**src/rtl/wt_pkg.sv**
```systemverilog
package wt_pkg;
    typedef enum logic {
        WT_MODE_WDOG = 1'b0,
        WT_MODE_WAKE = 1'b1
    } wt_mode_e;
endpackage

```
**src/rtl/wt_cfg_regs.sv**
```systemverilog
module wt_cfg_regs
    import wt_pkg::*;
#(
    parameter int TRIG_W = 24
) (
    input  logic              clk_i,
    input  logic              rst_ni,
    input  logic              we_i,
    input  logic [TRIG_W-1:0] trig_i,
    input  wt_mode_e          mode_i,
    input  logic              en_i,
    input  logic              wipe_i,
    output logic [TRIG_W-1:0] trig_o,
    output wt_mode_e          mode_o,
    output logic              armed_o
);
    localparam logic [TRIG_W-1:0] MIN_TRIG = TRIG_W'(2);

    typedef struct packed {
        logic [TRIG_W-1:0] trig;
        wt_mode_e          mode;
        logic              en;
    } cfg_t;

    cfg_t cfg_d, cfg_q;

    always_comb begin
        cfg_d = cfg_q;
        if (wipe_i) begin
            cfg_d = '{trig: '0, mode: WT_MODE_WDOG, en: 1'b0};
        end else if (we_i) begin
            cfg_d = '{trig: trig_i, mode: mode_i, en: en_i};
        end
    end

    always_ff @(posedge clk_i or negedge rst_ni) begin
        if (!rst_ni) cfg_q <= '{trig: '0, mode: WT_MODE_WDOG, en: 1'b0};
        else         cfg_q <= cfg_d;
    end

    assign trig_o  = cfg_q.trig;
    assign mode_o  = cfg_q.mode;
    assign armed_o = cfg_q.en && (cfg_q.trig >= MIN_TRIG);
endmodule

```
**src/rtl/wt_unit_counter.sv**
```systemverilog
module wt_unit_counter #(
    parameter int TICKS_PER_UNIT = 8000,
    parameter int TRIG_W         = 24
) (
    input  logic              clk_i,
    input  logic              rst_ni,
    input  logic              clr_i,
    input  logic              run_i,
    input  logic [TRIG_W-1:0] trig_i,
    output logic              expire_o
);
    localparam int PRE_W = (TICKS_PER_UNIT > 1) ? $clog2(TICKS_PER_UNIT) : 1;
    localparam logic [PRE_W-1:0] PRE_LAST = PRE_W'(TICKS_PER_UNIT - 1);

    typedef struct packed {
        logic [PRE_W-1:0]  pre;
        logic [TRIG_W-1:0] units;
    } cnt_t;

    cnt_t cnt_d, cnt_q;
    logic [TRIG_W-1:0] units_inc;
    logic [TRIG_W-1:0] target;
    logic              unit_done;

    assign units_inc = cnt_q.units + TRIG_W'(1);
    assign target    = trig_i - TRIG_W'(1);
    assign unit_done = run_i && (cnt_q.pre == PRE_LAST);

    always_comb begin
        expire_o = unit_done && (units_inc == target);
    end

    always_comb begin
        cnt_d = cnt_q;
        if (clr_i || expire_o) begin
            cnt_d = '0;
        end else if (unit_done) begin
            cnt_d.pre   = '0;
            cnt_d.units = units_inc;
        end else if (run_i) begin
            cnt_d.pre = cnt_q.pre + PRE_W'(1);
        end
    end

    always_ff @(posedge clk_i or negedge rst_ni) begin
        if (!rst_ni) cnt_q <= '0;
        else         cnt_q <= cnt_d;
    end
endmodule

```
**src/rtl/wt_shared_timer.sv**
```systemverilog
module wt_shared_timer
    import wt_pkg::*;
#(
    parameter int TICKS_PER_UNIT = 8000,
    parameter int TRIG_W         = 24
) (
    input  logic              clk_i,
    input  logic              rst_ni,
    input  logic              tick_i,
    input  logic              cfg_we_i,
    input  logic [TRIG_W-1:0] cfg_trig_i,
    input  logic              cfg_mode_i,
    input  logic              cfg_en_i,
    input  logic              kick_i,
    input  logic              pdn_req_i,
    output logic              wdt_rst_o,
    output logic              ready_o,
    output logic              reg_en_o,
    output logic              hib_o
);
    typedef struct packed {
        logic hib;
        logic rst;
    } ctl_t;

    ctl_t ctl_d, ctl_q;

    logic [TRIG_W-1:0] trig;
    wt_mode_e          mode;
    logic              armed;
    logic              we_eff, kick_eff, pdn_ok, clr, run, expire;
    logic              wd_fire, wake;

    assign we_eff   = cfg_we_i && !ctl_q.hib;
    assign kick_eff = kick_i && !ctl_q.hib;
    assign pdn_ok   = pdn_req_i && !ctl_q.hib && !we_eff && armed
                      && (mode == WT_MODE_WAKE);
    assign clr      = we_eff || kick_eff || pdn_ok;
    assign run      = tick_i && armed && !clr
                      && ((mode == WT_MODE_WDOG) || ctl_q.hib);
    assign wd_fire  = expire && (mode == WT_MODE_WDOG);
    assign wake     = expire && (mode == WT_MODE_WAKE);

    wt_cfg_regs #(.TRIG_W(TRIG_W)) cfg_i (
        .clk_i   (clk_i),
        .rst_ni  (rst_ni),
        .we_i    (we_eff),
        .trig_i  (cfg_trig_i),
        .mode_i  (wt_mode_e'(cfg_mode_i)),
        .en_i    (cfg_en_i),
        .wipe_i  (wd_fire),
        .trig_o  (trig),
        .mode_o  (mode),
        .armed_o (armed)
    );

    wt_unit_counter #(.TICKS_PER_UNIT(TICKS_PER_UNIT), .TRIG_W(TRIG_W)) cnt_i (
        .clk_i    (clk_i),
        .rst_ni   (rst_ni),
        .clr_i    (clr),
        .run_i    (run),
        .trig_i   (trig),
        .expire_o (expire)
    );

    always_comb begin
        ctl_d     = ctl_q;
        ctl_d.rst = wd_fire;
        if (ctl_q.hib) ctl_d.hib = !wake;
        else           ctl_d.hib = pdn_ok;
    end

    always_ff @(posedge clk_i or negedge rst_ni) begin
        if (!rst_ni) ctl_q <= '0;
        else         ctl_q <= ctl_d;
    end

    assign wdt_rst_o = ctl_q.rst;
    assign hib_o     = ctl_q.hib;
    assign reg_en_o  = !ctl_q.hib;
    assign ready_o   = !ctl_q.hib && !ctl_q.rst;
endmodule

```
**config.mk**
```make
export PLATFORM = sky130hd
export DESIGN_NAME = wt_shared_timer
export DESIGN_NICKNAME = d
export VERILOG_FILES = /design/src/rtl/wt_pkg.sv /design/src/rtl/wt_cfg_regs.sv /design/src/rtl/wt_unit_counter.sv /design/src/rtl/wt_shared_timer.sv
export SDC_FILE = /design/constraint.sdc
export NUM_CORES = 1
export LEC_CHECK = 0
export BUFFER_PORTS_ARGS = -buffer_cell sky130_fd_sc_hd__buf_2
export CAP_MARGIN = 15
export CELL_PAD_IN_SITES_DETAIL_PLACEMENT = 1
export CELL_PAD_IN_SITES_GLOBAL_PLACEMENT = 2
export CORE_ASPECT_RATIO = 0.9
export CORE_UTILIZATION = 39
export CTS_BUF_LIST = sky130_fd_sc_hd__clkbuf_8
export CTS_CLUSTER_DIAMETER = 60
export CTS_CLUSTER_SIZE = 28
export DETAILED_ROUTE_END_ITERATION = 12
export PLACE_DENSITY_LB_ADDON = 0.1
export SKIP_CTS_REPAIR_TIMING = 1
export SLEW_MARGIN = 15
export SYNTH_ARGS = -nofsm -noshare
export SYNTH_HDL_FRONTEND = slang
export SYNTH_SLANG_ARGS = --single-unit
```
**constraint.sdc**
```tcl
create_clock -name clk_i -period 4.1 [get_ports clk_i]
set_clock_uncertainty 0.1 [all_clocks]
set_input_delay 0.82 -clock clk_i [delete_from_list [all_inputs] [get_ports clk_i]]
set_output_delay 0.82 -clock clk_i [all_outputs]
set_load 0.05 [all_outputs]
```
---- Word level (Yosys, flattened, before mapping) ----
Index checks and enable logic that the tools add are counted.
word-level totals
  register bits after elaboration ......... 65
  output and inout bits ................... 4
  logic and storage cells ................. 48
operators by class
  $add $sub $neg .......................... 3
  $lt $le $gt $ge ......................... 1
  eq/ne operators ......................... 2
  muxes and demuxes ....................... 7
  bitwise gates (word level) .............. 1
  reduce and logical (&&, ||, !) cells .... 27
operator list
  cell                                                                                   count
  26-bit two-way mux                                                                     2
  37-bit two-way mux                                                                     1
  13-bit two-way mux                                                                     2
  24-bit by 1-bit adder with 24-bit output (second input constant)                       1
  24-bit == test                                                                         1
  24-bit by 2-bit greater-or-equal comparator with 1-bit output (second input constant)  1
  24-bit two-way mux                                                                     1
  24-bit by 1-bit subtractor with 24-bit output (second input constant)                  1
  1-bit logical AND                                                                      15
  13-bit by 1-bit adder with 13-bit output (second input constant)                       1
  13-bit == test (second input constant)                                                 1
  1-bit logical NOT                                                                      5
  1-bit logical OR                                                                       4
  2-bit nonzero test                                                                     2
  3-bit nonzero test                                                                     1
  1-bit two-way mux                                                                      1
  1-bit inverter                                                                         1

---- Depth between registers and ports, before layout ----
  depth after elaboration ................. 15
  gate-level depth with buffers ........... 13
  gate-level depth less buffers ........... 11

---- Hierarchy ----
Synthesis repeated with hierarchy kept, for this count alone.
second synthesis, totals
  cell total of the unflattened synthesis .. 494
  area total of the unflattened synthesis .. 4573.1 µm²
by module, submodules not included
  module           times used  cells each  area each (µm²)
  wt_unit_counter  1           363         3148.0
  wt_cfg_regs      1           117         1303.8
  wt_shared_timer  1           14          121.4

---- Least setup slack after synthesis ----
Ideal clock, no wire load.
  kind .................................... flip-flop to flip-flop
  start point ............................. register cfg_i.cfg_q, in the netlist cfg_i.trig_o[2]
  end point ............................... register cfg_i.cfg_q, in the netlist cfg_i.trig_o[21]
  arrival time ............................ 3.093 ns
  setup slack ............................. 0.788 ns
  stages on the path, launching flop included .. 13
  cells stage by stage .................... dfrtp_1 -> buf_6 -> or4_4 -> or4_1 -> or3_1 -> xnor2_1 -> a221oi_1 -> a41oi_2 -> nor4_4 -> and2b_1 -> buf_4 -> buf_6 -> nor2_1
on the way
  longest elaborated chain between the ends .. 12
RTL lines
  element                                                        RTL line               source
  start, declared                                                wt_cfg_regs.sv:25      cfg_t cfg_d, cfg_q;
  start signal, assigned                                         wt_cfg_regs.sv:37      if (!rst_ni) cfg_q <= '{trig: '0, mode: WT_MODE_WDOG, en: 1'b0};
  start signal, assigned                                         wt_cfg_regs.sv:38      else cfg_q <= cfg_d;
  24-bit by 2-bit greater-or-equal comparator with 1-bit output  wt_cfg_regs.sv:43      assign armed_o = cfg_q.en && (cfg_q.trig >= MIN_TRIG);
  1-bit logical AND                                              wt_cfg_regs.sv:43
  1-bit logical AND                                              wt_shared_timer.sv:36  assign pdn_ok = pdn_req_i && !ctl_q.hib && !we_eff && armed
  1-bit logical AND                                              wt_shared_timer.sv:37  && (mode == WT_MODE_WAKE);
  1-bit logical OR                                               wt_shared_timer.sv:38  assign clr = we_eff || kick_eff || pdn_ok;
  1-bit logical NOT                                              wt_shared_timer.sv:39  assign run = tick_i && armed && !clr
  1-bit logical AND                                              wt_shared_timer.sv:39
  1-bit logical AND                                              wt_shared_timer.sv:40  && ((mode == WT_MODE_WDOG) || ctl_q.hib);
  1-bit logical AND                                              wt_unit_counter.sv:27  assign unit_done = run_i && (cnt_q.pre == PRE_LAST);
  1-bit logical AND (*)                                          wt_unit_counter.sv:30  expire_o = unit_done && (units_inc == target);
  1-bit logical AND (*)                                          wt_shared_timer.sv:41  assign wd_fire = expire && (mode == WT_MODE_WDOG);
  26-bit two-way mux or 2-bit nonzero test (tied branches)       -
Every way passes the cells marked *; elsewhere a longest branch is shown, timed or not.
A chain may end at the register's enable or synchronous reset.

---- Final worst setup path ----
  start point ............................. register cfg_i.cfg_q, in the netlist cfg_i.trig_o[10]
  end point ............................... register cfg_i.cfg_q, in the netlist cfg_i.trig_o[1]
Same word-level chain as after synthesis.

==> impl_summary.log <==
INFO  metric clk-insertion-delay-late = 0.37 ns
INFO  metric numPlacedInstances = 689
INFO  metric power_total = 2.71 mW
INFO  metric synth.largest_area_cell = dfrtp_1
INFO  metric num_antenna_cells = 0
INFO  metric timing.setup.tns = 0 ns
INFO  metric port_buffers = 35
INFO  metric synth_edf_count = 0
INFO  metric cts-root-to-sink-buffers = 2
INFO  metric gate_count_after_technology_mapping = 504
INFO  metric synth_warnings = 0
INFO  metric worstPathRequired = 4.25 ns
INFO  metric cts.htree.levels = 3
INFO  metric top_level_ports = 36
INFO  metric timing.hold.ws = 0.380 ns
INFO  metric start_util = 40.5%
INFO  metric mostFrequentLayoutCell = nor2_1
INFO  metric clkSlewWorstSetupHoldPaths = 0.07 ns
INFO  metric placedInstanceArea = 0.00487 sq mm
INFO  metric maxClockFrequency = 268 MHz
INFO  metric pwr_density_cell = 535 mW/mm^2
INFO  metric remaining_global_route_overflow = 0
INFO  metric die-width = 115 um
INFO  metric clockRootBuffer = clkbuf_8
INFO  metric syn_nets = 540
INFO  metric arrival = 3.88 ns
INFO  metric irDropWorstVdd = 0.407 mV
INFO  metric timing_worst_setup_path_type = register to register
INFO  metric layout_worst_path_cycle_share = 91.1%
INFO  metric area.growth.synth_to_final = 13.6%
INFO  metric post_route_cells_drive_above_1_share = 15.1%
INFO  metric vias = 3,870
INFO  metric grt_usage = 24.9%
INFO  metric worst_slew_pin_slew = 0.944 ns
INFO  metric detail_route.wirelength = 13.4 mm
INFO  metric detailedRoute.firstPassIterationCount = 4
INFO  metric total_count_of_max_transition_violations_in_the_final_report = 0
INFO  metric most_frequent_cells_in_the_layout = nor2_1 (81), dfrtp_1 (65), xnor2_1 (47)
INFO  metric cp_slowest_cell = or4_1
INFO  metric worstHoldPathType = primary input to async pin
INFO  metric dp_hpwl = 10.6 mm
INFO  metric worstPathMaxFanout = 26
INFO  metric yosys.cell_types.count = 60
INFO  metric place_worst_setup_slack = 0.419 ns
INFO  metric antenna_violating_nets_post_route = 0
INFO  metric routabilityCongestion = 0.854
INFO  metric most_area_consuming_cells_after_synthesis = dfrtp_1 (37%), xnor2_1 (9.2%), nor2_1 (6.9%)
INFO  metric cts-buffers-inserted = 9
INFO  metric detail_route.wl_per_cell = 19.0 um
INFO  metric drcViolationCount = 0
INFO  metric outcome = completed
INFO  metric rsz_0062_raised_after_global_routing = no
INFO  metric yosys_most_used_dff = dfrtp_1
INFO  metric grt_first_pass_wirelength = 21.7 mm
INFO  metric cp_cell_sequence = or4_1, or4_1, nor3_1, nor3_1, nor4b_1, nand4_1, nor4_4, and2b_1, buf_12, nor2_1
INFO  metric synth.cell_area = 0.00445 sq mm
INFO  metric core_area = 0.0110 sq mm
INFO  metric finalHoldViolations = 0
INFO  metric final_core_util = 46.0%
INFO  metric setup_viol_count_final = 0
INFO  metric crit_path_start_kind = register
INFO  metric synth_top_area_share = 36.5%
INFO  metric asyncSetResetFlopFracSynth = 100%
INFO  metric clkSinkCount = 65
INFO  metric rows = 36
INFO  metric detail_routed_via_count_per_cell = 5.50
INFO  metric synth_sequential_area_ratio = 36.5%
INFO  metric number_of_global_route_vias_before_repair = 3,931
INFO  metric timing.critical_path.slowest_cell_delay = 0.61 ns
INFO  metric dieHeight = 103 um
INFO  metric final_net_count = 584
INFO  metric post-route-min-period = 3.73 ns
INFO  metric max-slew-margin-rel = 36.9%
INFO  metric initialDrtViolationCount = 174
INFO  metric layoutNonFillerInstCount = 703
INFO  metric ff_latch_count_synth = 65
INFO  metric total_leakage_power = 2.08 nW
INFO  metric grt_max_degree = 39
INFO  metric endpoint_kind = register
INFO  metric area_of_all_placed_cells_without_fillers = 0.00506 sq mm
INFO  metric fin_ws = 0.366 ns
INFO  metric clock_tree_from_tritoncts = built
INFO  metric maxCapViolCount = 0
INFO  metric antenna_violations_before_repair = 0
INFO  metric die-area = 0.0119 sq mm
INFO  metric avgSynthCellArea = 8.84 sq um
critical path, delay by kind of cell (launching register included):
kind	cells	cell delay, ns
flops	1	0.48
buf+inv	1	0.18
simple gates	9	2.86
power breakdown:
part	switching, mW	internal [mW]
registers	0.295	0.795
logic	0.609	0.480
clock network	0.242	0.287
total	1.15	1.56
logic make-up after synthesis:
logic type / count (synthesis) / synth area share (%)
multiplexers: 25 / 5.67
AO/OA/AOI/OAI: 67 / 10.6
flip-flops: 65 / 36.5
XOR/XNOR: 69 / 14.5
buffers and inverters: 41 / 4.27
AND/OR/NAND/NOR: 233 / 27.3
adder cells (fa/ha/maj): 4 / 1.12
synthesized netlist by cell type, types with 2 or more instances:
| master | n |
|---|---|
| a211oi_1 | 4 |
| a21boi_0 | 3 |
| a21o_1 | 8 |
| a21oi_1 | 18 |
| a31oi_1 | 2 |
| and2_1 | 4 |
| and3_1 | 6 |
| and4_1 | 3 |
| buf_1 | 5 |
| buf_2 | 4 |
| buf_4 | 2 |
| buf_6 | 3 |
| clkbuf_1 | 8 |
| dfrtp_1 | 65 |
| ha_1 | 4 |
| inv_1 | 18 |
| mux2_2 | 2 |
| mux2i_1 | 23 |
| nand2_1 | 29 |
| nand2b_1 | 6 |
| nand3_1 | 18 |
| nand3b_1 | 3 |
| nand4_1 | 15 |
| nand4b_1 | 2 |
| nor2_1 | 82 |
| nor2b_1 | 2 |
| nor3_1 | 17 |
| nor3b_1 | 2 |
| nor4_1 | 14 |
| nor4_4 | 2 |
| nor4b_1 | 3 |
| o211ai_1 | 4 |
| o21a_1 | 2 |
| o21ai_0 | 8 |
| o21ai_1 | 2 |
| o21bai_1 | 3 |
| o22ai_1 | 2 |
| or2_2 | 4 |
| or3_1 | 6 |
| or4_1 | 10 |
| xnor2_1 | 47 |
| xnor3_1 | 3 |
| xor2_1 | 19 |
sequential cells by signal (all words and copies together) (netlist names):
| name | cells |
|---|---|
| cfg_i.cfg_q | 1 |
| cfg_i.mode_o | 1 |
| cfg_i.trig_o | 24 |
| cnt_i.cnt_q | 37 |
| hib_o | 1 |
| wdt_rst_o | 1 |
metal layers:
metal	global-route usage (%)	wire length, um	vias to the layer above
met5	0	0	-
met3	5.30	625	13
li1	-	-	1864
met4	7.39	154	0
met1	35.5	6740	1925
met2	37.9	5860	68
path summary, 6_finish.rpt:
| check | startpoint | end | slack, ns | cells past startpoint |
|---|---|---|---|---|
| worst max-delay path | cfg_i.trig_o[10] | cfg_i.trig_o[1] | 0.37 | 10 |
| worst min-delay path | rst_ni | cnt_i.cnt_q[19] | 0.38 | 1 |
| worst max register to register | cfg_i.trig_o[10] | cfg_i.trig_o[1] | 0.37 | 10 |
| worst min register to register | cnt_i.cnt_q[24] | cnt_i.cnt_q[24] | 0.43 | 1 |
| max in group asynchronous | rst_ni | cnt_i.cnt_q[15] | 2.52 | 2 |
| min in group clk_i | cnt_i.cnt_q[24] | cnt_i.cnt_q[24] | 0.43 | 1 |
layout make-up:
| class | count | area (sq um) |
|---|---|---|
| multi-input combinational | 398 | 2650 |
| clock buffer | 10 | 138 |
| tap | 152 | 190 |
| fill | 1331 | 5930 |
| timing repair buffer | 56 | 345 |
| sequential | 65 | 1630 |
| clock inverter | 4 | 46.3 |
| inverter | 18 | 67.6 |
Note: power is estimated with default switching activity, not from simulation.
